## config.mk

```make
export PLATFORM = sky130hd
export DESIGN_NAME = pixel_unpacker
export DESIGN_NICKNAME = d
export VERILOG_FILES = /design/src/rtl/pxu_pkg.sv /design/src/rtl/pxu_depth_dec.sv /design/src/rtl/pxu_fetch_ctrl.sv /design/src/rtl/pxu_slice_mux.sv /design/src/rtl/pixel_unpacker.sv
export SDC_FILE = /design/constraint.sdc
export NUM_CORES = 1
export LEC_CHECK = 0
export BUFFER_PORTS_ARGS = -buffer_cell sky130_fd_sc_hd__buf_2
export CAP_MARGIN = 20
export CORE_ASPECT_RATIO = 0.7
export CORE_MARGIN = 10
export CORE_UTILIZATION = 58
export DETAILED_ROUTE_END_ITERATION = 10
export PLACE_DENSITY = 0.92
export RECOVER_POWER = 25
export SYNTH_ARGS = -nofsm -noshare
export SYNTH_HDL_FRONTEND = slang
export SYNTH_HIERARCHICAL = 1
export SYNTH_SLANG_ARGS = --single-unit
export TNS_END_PERCENT = 10
```

## constraint.sdc

```tcl
create_clock -name clk_i -period 4.1 [get_ports clk_i]
set_input_delay 0.82 -clock clk_i [delete_from_list [all_inputs] [get_ports clk_i]]
set_output_delay 0.82 -clock clk_i [all_outputs]
set_load 0.05 [all_outputs]
```

## src/rtl/pxu_pkg.sv

```systemverilog
package pxu_pkg;
  localparam int MODE_W = 3;

  localparam logic [MODE_W-1:0] MODE_4BPP  = 3'd1;
  localparam logic [MODE_W-1:0] MODE_8BPP  = 3'd2;
  localparam logic [MODE_W-1:0] MODE_16BPP = 3'd4;
  localparam logic [MODE_W-1:0] MODE_24BPP = 3'd6;

  typedef enum logic [1:0] {
    DEPTH_4B  = 2'd0,
    DEPTH_8B  = 2'd1,
    DEPTH_16B = 2'd2,
    DEPTH_24B = 2'd3
  } depth_e;

  localparam int NUM_DEPTHS = 4;

  function automatic int depth_bits(int d);
    case (d)
      0:       return 4;
      1:       return 8;
      2:       return 16;
      default: return 24;
    endcase
  endfunction
endpackage

```

## src/rtl/pxu_depth_dec.sv

```systemverilog
module pxu_depth_dec
  import pxu_pkg::*;
#(
  parameter int WORD_W = 64,
  parameter int CNT_W  = 4
) (
  input  logic [MODE_W-1:0] mode_i,
  output depth_e            depth_o,
  output logic [CNT_W-1:0]  last_slot_o
);
  localparam int LAST_4  = WORD_W / 4 - 1;
  localparam int LAST_8  = WORD_W / 8 - 1;
  localparam int LAST_16 = WORD_W / 16 - 1;
  // 24-bit pixels: one per 32-bit half
  localparam int LAST_24 = WORD_W / 32 - 1;

  always_comb begin
    case (mode_i)
      MODE_4BPP:  depth_o = DEPTH_4B;
      MODE_16BPP: depth_o = DEPTH_16B;
      MODE_24BPP: depth_o = DEPTH_24B;
      default:    depth_o = DEPTH_8B;
    endcase
  end

  always_comb begin
    case (depth_o)
      DEPTH_4B:  last_slot_o = CNT_W'(LAST_4);
      DEPTH_16B: last_slot_o = CNT_W'(LAST_16);
      DEPTH_24B: last_slot_o = CNT_W'(LAST_24);
      default:   last_slot_o = CNT_W'(LAST_8);
    endcase
  end
endmodule

```

## src/rtl/pxu_fetch_ctrl.sv

```systemverilog
module pxu_fetch_ctrl #(
  parameter int WORD_W = 64,
  parameter int CNT_W  = 4
) (
  input  logic              clk_i,
  input  logic              rst_ni,
  input  logic              en_i,
  input  logic              pix_ce_i,
  input  logic              fifo_empty_i,
  input  logic [WORD_W-1:0] fifo_data_i,
  input  logic [CNT_W-1:0]  last_slot_i,
  input  logic              urun_clr_i,
  output logic              fifo_rd_o,
  output logic [WORD_W-1:0] word_o,
  output logic [CNT_W-1:0]  slot_o,
  output logic              step_o,
  output logic              urun_o
);
  logic              have_q;
  logic [CNT_W-1:0]  slot_q;
  logic [WORD_W-1:0] word_q;
  logic              urun_q;

  logic last_slot, step, take, prime, urun_set;

  always_comb begin
    // >= guards against a stale slot after a depth change
    last_slot = slot_q >= last_slot_i;
    step      = en_i & have_q & pix_ce_i;
    take      = step & last_slot;
    prime     = en_i & ~have_q;
    fifo_rd_o = (take | prime) & ~fifo_empty_i;
    urun_set  = fifo_empty_i & (take | (prime & pix_ce_i));
  end

  always_ff @(posedge clk_i or negedge rst_ni) begin
    if (!rst_ni) begin
      have_q <= 1'b0;
      slot_q <= '0;
    end else if (!en_i) begin
      have_q <= 1'b0;
      slot_q <= '0;
    end else begin
      if (fifo_rd_o) have_q <= 1'b1;
      if (step)      slot_q <= last_slot ? '0 : slot_q + 1'b1;
    end
  end

  always_ff @(posedge clk_i or negedge rst_ni) begin
    if (!rst_ni)        word_q <= '0;
    else if (fifo_rd_o) word_q <= fifo_data_i;
  end

  always_ff @(posedge clk_i or negedge rst_ni) begin
    if (!rst_ni) urun_q <= 1'b0;
    else         urun_q <= urun_set | (urun_q & ~urun_clr_i);
  end

  assign word_o = word_q;
  assign slot_o = slot_q;
  assign step_o = step;
  assign urun_o = urun_q;
endmodule

```

## src/rtl/pxu_slice_mux.sv

```systemverilog
module pxu_slice_mux
  import pxu_pkg::*;
#(
  parameter int WORD_W = 64,
  parameter int PIX_W  = 24,
  parameter int CNT_W  = 4
) (
  input  logic [WORD_W-1:0] word_i,
  input  logic [CNT_W-1:0]  slot_i,
  input  depth_e            depth_i,
  input  logic              dscan_i,
  output logic [PIX_W-1:0]  pix_o
);
  localparam int HALF_W = WORD_W / 2;
  localparam int OFF_W  = $clog2(WORD_W) + CNT_W + 1;

  logic [OFF_W-1:0] bits;
  logic [OFF_W-1:0] off;
  logic [PIX_W-1:0] low;
  logic [PIX_W-1:0] cand [NUM_DEPTHS];

  always_comb begin
    bits = OFF_W'(depth_bits(int'(depth_i)));
    if (dscan_i)
      off = (slot_i[0] ? OFF_W'(HALF_W) : '0) + OFF_W'(slot_i >> 1) * bits;
    else
      off = OFF_W'(slot_i) * bits;
    low = PIX_W'(word_i >> off);
  end

  for (genvar g = 0; g < NUM_DEPTHS; g++) begin : g_depth
    localparam int DW = depth_bits(g);
    if (DW >= PIX_W) begin : g_full
      assign cand[g] = low;
    end else begin : g_ext
      assign cand[g] = {{(PIX_W - DW){1'b0}}, low[DW-1:0]};
    end
  end

  assign pix_o = cand[depth_i];
endmodule

```

## src/rtl/pixel_unpacker.sv

```systemverilog
module pixel_unpacker
  import pxu_pkg::*;
#(
  parameter int WORD_W = 64,
  parameter int PIX_W  = 24
) (
  input  logic              clk_i,
  input  logic              rst_ni,
  input  logic              en_i,
  input  logic [MODE_W-1:0] mode_i,
  input  logic              dscan_i,
  input  logic              pix_ce_i,
  input  logic [WORD_W-1:0] fifo_data_i,
  input  logic              fifo_empty_i,
  output logic              fifo_rd_o,
  output logic [PIX_W-1:0]  pix_o,
  output logic              pix_valid_o,
  input  logic              urun_clr_i,
  output logic              urun_o
);
  localparam int CNT_W = $clog2(WORD_W / 4);

  depth_e            depth;
  logic [CNT_W-1:0]  last_slot;
  logic [WORD_W-1:0] word;
  logic [CNT_W-1:0]  slot;
  logic              step;
  logic [PIX_W-1:0]  slice;
  logic [PIX_W-1:0]  pix_q;
  logic              vld_q;

  pxu_depth_dec #(.WORD_W(WORD_W), .CNT_W(CNT_W)) u_dec (
    .mode_i      (mode_i),
    .depth_o     (depth),
    .last_slot_o (last_slot)
  );

  pxu_fetch_ctrl #(.WORD_W(WORD_W), .CNT_W(CNT_W)) u_fetch (
    .clk_i        (clk_i),
    .rst_ni       (rst_ni),
    .en_i         (en_i),
    .pix_ce_i     (pix_ce_i),
    .fifo_empty_i (fifo_empty_i),
    .fifo_data_i  (fifo_data_i),
    .last_slot_i  (last_slot),
    .urun_clr_i   (urun_clr_i),
    .fifo_rd_o    (fifo_rd_o),
    .word_o       (word),
    .slot_o       (slot),
    .step_o       (step),
    .urun_o       (urun_o)
  );

  pxu_slice_mux #(.WORD_W(WORD_W), .PIX_W(PIX_W), .CNT_W(CNT_W)) u_mux (
    .word_i  (word),
    .slot_i  (slot),
    .depth_i (depth),
    .dscan_i (dscan_i),
    .pix_o   (slice)
  );

  always_ff @(posedge clk_i or negedge rst_ni) begin
    if (!rst_ni) begin
      pix_q <= '0;
      vld_q <= 1'b0;
    end else begin
      vld_q <= step;
      if (step) pix_q <= slice;
    end
  end

  assign pix_o       = pix_q;
  assign pix_valid_o = vld_q;
endmodule

```

---- Yosys cells after proc, flatten, opt, wreduce, memory -nomap -nowiden ----
Index checks and enable logic that the tools add are counted.
operators by class
  add/subtract/negate cells ............... 2
  multiply operators ...................... 2
  divide/modulo/power cells ............... 0
  magnitude comparators ................... 2
  equal/unequal tests ..................... 8
  shift-type cells ........................ 1
  multiplexer cells ....................... 13
  bitwise operators ....................... 15
  reductions and logical operators ........ 1
operator list
  cell                                                       count
  right shift 64 x 11 -> 24 bit                              1
  binary-select mux 24 bit (select 2 bit)                    1
  two-way mux 24 bit                                         2
  one-hot mux 5 bit (3 select lines)                         1
  two-way mux 4 bit                                          3
  one-hot mux 4 bit (3 select lines)                         1
  adder 11 bit                                               1
  two-way mux 11 bit                                         1
  multiplier 4 x 5 -> 9 bit                                  1
  bitwise AND 1 bit                                          8
  multiplier 3 x 5 -> 8 bit                                  1
  equality test 3 bit (second input constant)                2
  two-way mux 6 bit                                          1
  one-hot mux 2 bit (3 select lines)                         1
  adder 4 x 1 -> 4 bit (second input constant)               1
  equality test 2 bit (second input constant)                2
  greater-or-equal comparator 4 bit                          1
  inequality test 2 x 1 -> 1 bit (second input constant)     2
  equality test 3 x 1 -> 1 bit (second input constant)       1
  greater-or-equal comparator 3 bit (second input constant)  1
  inverter 1 bit                                             3
  inverter 2 -> 3 bit                                        1
  OR 1 bit                                                   3
  equality test 2 x 1 -> 1 bit (second input constant)       1
  2 further kinds                                            3
word-level totals
  flip-flop bits (word level) ............. 95
  bits in latches ......................... 0
  memory bits (writable) .................. 0
  memory bits (read-only) ................. 0
  input port bits ......................... 74
  output and inout port bits .............. 27
  logic and storage cells ................. 50
  memories ................................ 0

---- Longest topological paths before layout ----
  depth in word-level cells ............... 11
  mapped depth ............................ 17
  depth with buffers taken out ............ 16

---- Hierarchy ----
The synthesis kept the hierarchy.
by module, submodules not included
  module          instances  cells each  area an instance (um2)  seq. area each (um2)
  pxu_fetch_ctrl  1          176         2969.1                  1751.7
  pxu_slice_mux   1          274         2514.9                  0.0
  pixel_unpacker  1          52          1022.2                  625.6
  pxu_depth_dec   1          8           51.3                    0.0

---- Worst setup path after synthesis ----
OpenSTA, ideal clock, no wires.
  kind .................................... in2reg
  start ................................... input port mode_i[0]
  end ..................................... register pix_q[10], in the netlist pix_o[10]
  setup time .............................. 0.125 ns
  data arrival time ....................... 4.374 ns
  data required time ...................... 3.975 ns
  slack ................................... -0.399 ns
  stages .................................. 15
  path buffers ............................ 1
  cells stage by stage .................... and2b_2 inv_1 a21o_2 nor2_1 nand2_1 fa_1 inv_1 ha_1 fa_1 mux2_2 buf_2 mux4_2 a221oi_1 nor3_1 mux2_4
on the way
  word-level cells in the longest chain between the ends .. 11
  elaborated cells between the ends (all ways) .. 17
  classes of those cells .................. add/sub: 1; mul: 2; eq/ne: 5; shift: 1; mux: 6; bitwise: 1; reduce/logical: 1
ends and longest elaborated chain
  what                                                                        RTL line              source
  from (decl)                                                                 pixel_unpacker.sv:10  input logic [MODE_W-1:0] mode_i,
  equality test 3 bit / equality test 3 x 1 -> 1 bit (equally long branches)  pxu_depth_dec.sv:18   case (mode_i)
  one-hot mux 2 bit (3 select lines) (*)                                      pxu_depth_dec.sv:18
  via depth[0]                                                                pixel_unpacker.sv:23  depth_e depth;
  equality test 2 bit (tied with other cells)                                 pxu_pkg.sv:19         case (d)
  one-hot mux 5 bit (3 select lines)                                          pxu_pkg.sv:19
  multiplier 3 x 5 -> 8 bit                                                   pxu_slice_mux.sv:25   off = (slot_i[0] ? OFF_W'(HALF_W) : '0) + OFF_W'(slot_i >> 1) * bits;
  adder 11 bit                                                                pxu_slice_mux.sv:25
  two-way mux 11 bit                                                          pxu_slice_mux.sv:24   if (dscan_i)
  right shift 64 x 11 -> 24 bit                                               pxu_slice_mux.sv:28   low = PIX_W'(word_i >> off);
  binary-select mux 24 bit (select 2 bit) (*)                                 pxu_slice_mux.sv:40   assign pix_o = cand[depth_i];
  two-way mux 24 bit (not written as such) (*) (2 in a row)                   pxu_slice_mux.sv:40
  via slice[10]                                                               pixel_unpacker.sv:28  logic [PIX_W-1:0] slice;
  to (signal assigned)                                                        pixel_unpacker.sv:68  if (step) pix_q <= slice;
  to (decl)                                                                   pixel_unpacker.sv:29  logic [PIX_W-1:0] pix_q;
Mark *: on every way through the listed nets, which the timed path passes. The rest lies on a longest branch. The select of a mux whose other input is x is not followed.
A chain may end at the register's enable or synchronous reset.

---- Final worst setup path ----
  start ................................... input port mode_i[2]
  end ..................................... register pix_q[14], in the netlist pix_o[14]
Same word-level chain as after synthesis.

==> results.md <==
- Top-area cell type share of the netlist area: 36.3%
- Top post-synthesis cells by area: dfrtp_1 (36%), mux2_4 (16%), mux2i_1 (10%)
- TritonCTS Buffers: 9
- Starting Density: 59.3%
- Post-synth top cells: dfrtp_1 (95), mux2_4 (69), mux2i_1 (67)
- Most frequent cell after synthesis: dfrtp_1
- Gate Count Post-Synth: 510
- Final Hold Fails: 0
- Failing checks: max-capacitance violations, max-slew violations
- PortBufs: 100
- DIE WIDTH: 147 um
- DR WL/cell: approximately 25 um
- Largest net degree at the start of global routing: 83
- CTS tree: done
- CP Capture Type: flip-flop
- Post-synthesis simple-gate area fraction: 6.24%
- Area Growth Syn to Fin: 20.9%
- Initial drt markers: 441
- CTS clock-pin slew for the worst setup and hold paths: about 0.070 ns
- Avg Inst Size Synth: 12.9 um^2
- Pwr Density: ~440 nW/um^2
- Synthesized flop and latch total: 95
- Layout Utilization: 71.8%
- CTS sink cnt: 95
- NumNets Final: about 730
- Leak: 0.00396 uW
- Mapped Area: between 6000 and 7000 um^2
- CTS Buffer Depth: 2
- Antenna-violating nets left: 0
- Slew Limit Fails: 72
- XOR/XNOR Fraction of Synth Area: 0.401%
- Setup CP Type: in -> reg
- Worst IR Drop VDD: 0.000349 V
- Total GRT Usage: 24.3%
- CP arrival: 4.33 ns
- MaxCap Viol Count: 1
- Finished Cell Area: 7930 um^2
- DRC: 0
- DRT Pass-1 Iters: 5
- Leading area contributor after synthesis: dfrtp_1
- Placer Congestion: 1.00
- Post-Synth Adder-Cell Area: under 10%
- Slew margin rel.: -16.9%
- Status: finished with violations
- Chip height: 109 um
- Pwr Total: 3500 uW
- Critical Path Start Type: input pin
- DP Wirelength: 15500 um
- HP Class: in -> async
- Vias per cell: 6.34
- H-tree level count: 3
- Synthesis Warnings: 6
- Compound-Gate Fraction of Synth Area: 8.62%
- Placed cell areas: roughly 7400 um^2
- Drt total wl: 20100 um
- Critical Path RT: 4.33 ns
- GRT overflow: 0
- Worst-margin pin slew: 1.75 ns
- Io pins: roughly 100
- Final setup viols: 0
- RSZ-0062 raised after global routing: true
- Sequential-to-total area share from yosys stat: 36.3%
- Clk Latency, worst-skew pair: 0.35 ns
- Die footprint: 16000 um^2
- Num rows: 32
- Layout cell share with drive strength beyond 1: 51.0%
- Post-synth net total: between 600 and 700
- Global-route wire length before repair: 30400 um
- Root buffer cell: clkbuf_16
- Vias: approximately 5000
- Cts hold-fix bufs: 0
- Core Area: about 11000 um^2
- Post-synth EDFFs: 0
- Filler Cells Inserted: 762
- Vias in the first global route: 5130
- Largest family of logic cells by synthesized area: multiplexers
- Max Freq: 244 MHz
- Primary FF master, synth: dfrtp_1
- Worst Skew: 0.0106 ns
- Synth cell types: 56
- Mux contribution to synthesized area: 38.7%
- Initial antenna violation count: 0
- Final Critical Period: 4.10 ns
- Ys async rst share: 100%
- ANT cells: 0
- Worst Path Max Fanout: 5
- Tcrit/Tclk final: 99.9%
area by class of cell:
cell class | count | area, um^2 | share of cell area [%]
Multi-Input combinational cell | 372 | 4100 | 51.7
Sequential cell | 95 | 2380 | 30.0
Timing Repair Buffer | 145 | 891 | 11.2
Clock buffer | 9 | 225 | 2.84
Tap cell | 153 | 191 | 2.41
Clock inverter | 7 | 95.1 | 1.20
Inverter | 13 | 48.8 | 0.615
power breakdown:
part | switching, uW | total [uW] | internal [uW]
sequential | 243 | 1380 | 1140
combinational | 660 | 1220 | 558
clock | 406 | 898 | 491
sequential cells by signal, indices dropped and copies added (netlist names):
register and count:
u_fetch/word_o 64, u_fetch/slot_o 4, pix_valid_o 1, pix_o 24, u_fetch/urun_o 1, u_fetch/have_q 1
logic make-up after synthesis:
logic type               Yosys count
multiplexers                     188
flip-flops                        95
AO/OA/AOI/OAI                     78
AND/OR/NAND/NOR                   78
buffers and inverters             44
adder cells (fa/ha/maj)           23
XOR/XNOR                           3
other                              1
final timing paths:
| path | from | endpoint | slack (ns) | cells past startpoint |
|---|---|---|---|---|
| setup / recovery | mode_i[2] | pix_o[14] | 0.004 | 16 |
| hold / removal | rst_ni | pix_o[4] | 0.45 | 1 |
| setup reg to reg | u_fetch/slot_o[1] | pix_o[14] | 0.49 | 12 |
| hold reg to reg | pix_o[13] | pix_o[13] | 0.51 | 1 |
| max in group asynchronous | rst_ni | u_fetch/word_o[4] | 1.53 | 3 |
| min in group clk_i | pix_o[13] | pix_o[13] | 0.51 | 1 |
stage by stage:
| step | setup slack, ns | hold WS (ns) | setup TNS, ns | std cells |
|---|---|---|---|---|
| 6_report | 0.00386 | 0.445 | 0 | 794 |
| 5_1_grt | -0.155 | 0.485 | -0.978 | 794 |
| 4_1_cts | 0.000135 | 0.512 | 0 | 791 |
| 3_5_place_dp | -0.358 | 0.501 | -7.08 | 775 |
| 3_3_place_gp | -0.262 | 0.486 | -4.45 | 775 |
| 2_1_floorplan | -0.128 | 0.476 | -1.26 | 510 |
cell usage in the layout (no fill, tap or decap), drive strengths merged, types with 2 or more instances in the layout:
master / instances
fa: 4
nand3: 6
ha: 19
nand2: 19
nor3: 7
mux2i: 68
dfrtp: 95
a21oi: 9
o21ai: 2
a22o: 2
mux2: 100
o211ai: 3
nor2b: 2
xnor2: 2
a31oi: 12
nor4: 2
a221oi: 4
a21boi: 2
o22ai: 16
clkinv: 3
nor3b: 2
a22oi: 12
nand4: 7
nor2: 18
and2: 9
buf: 142
clkbuf: 12
a2bb2oi: 3
a2111oi: 2
mux4: 21
a311oi: 2
inv: 16
worst max-delay path, stage by stage:
cell and delay [ns]:
buf_2 0.11, or2b_1 0.24, a21o_4 0.25, nor2_4 0.11, nand2_2 0.07, fa_1 0.52
inv_2 0.05, ha_4 0.29, fa_2 0.47, mux2_4 0.36, nor3_1 0.18, buf_4 0.18
a22oi_1 0.08, a31oi_1 0.25, a31oi_2 0.08, mux2_4 0.26
routing by layer:
| metal | share of wire [%] | track usage [%] |
|---|---|---|
| met1 | 44 | 34.6 |
| met2 | 44 | 36.4 |
| met3 | 11 | 7.33 |
| met4 | 1.0 | 4.23 |
| met5 | 0 | 0 |
timing repair:
item / in CTS / in global routing
setup endpoints to repair: 3 / 23
resized for setup: 3 / 28
cloned: 0 / 1
hold endpoints to repair: 0 / 0
buffers inserted: 0 / 2
pin swaps: 0 / 17
No activity file was read; power rests on OpenSTA's default activity.
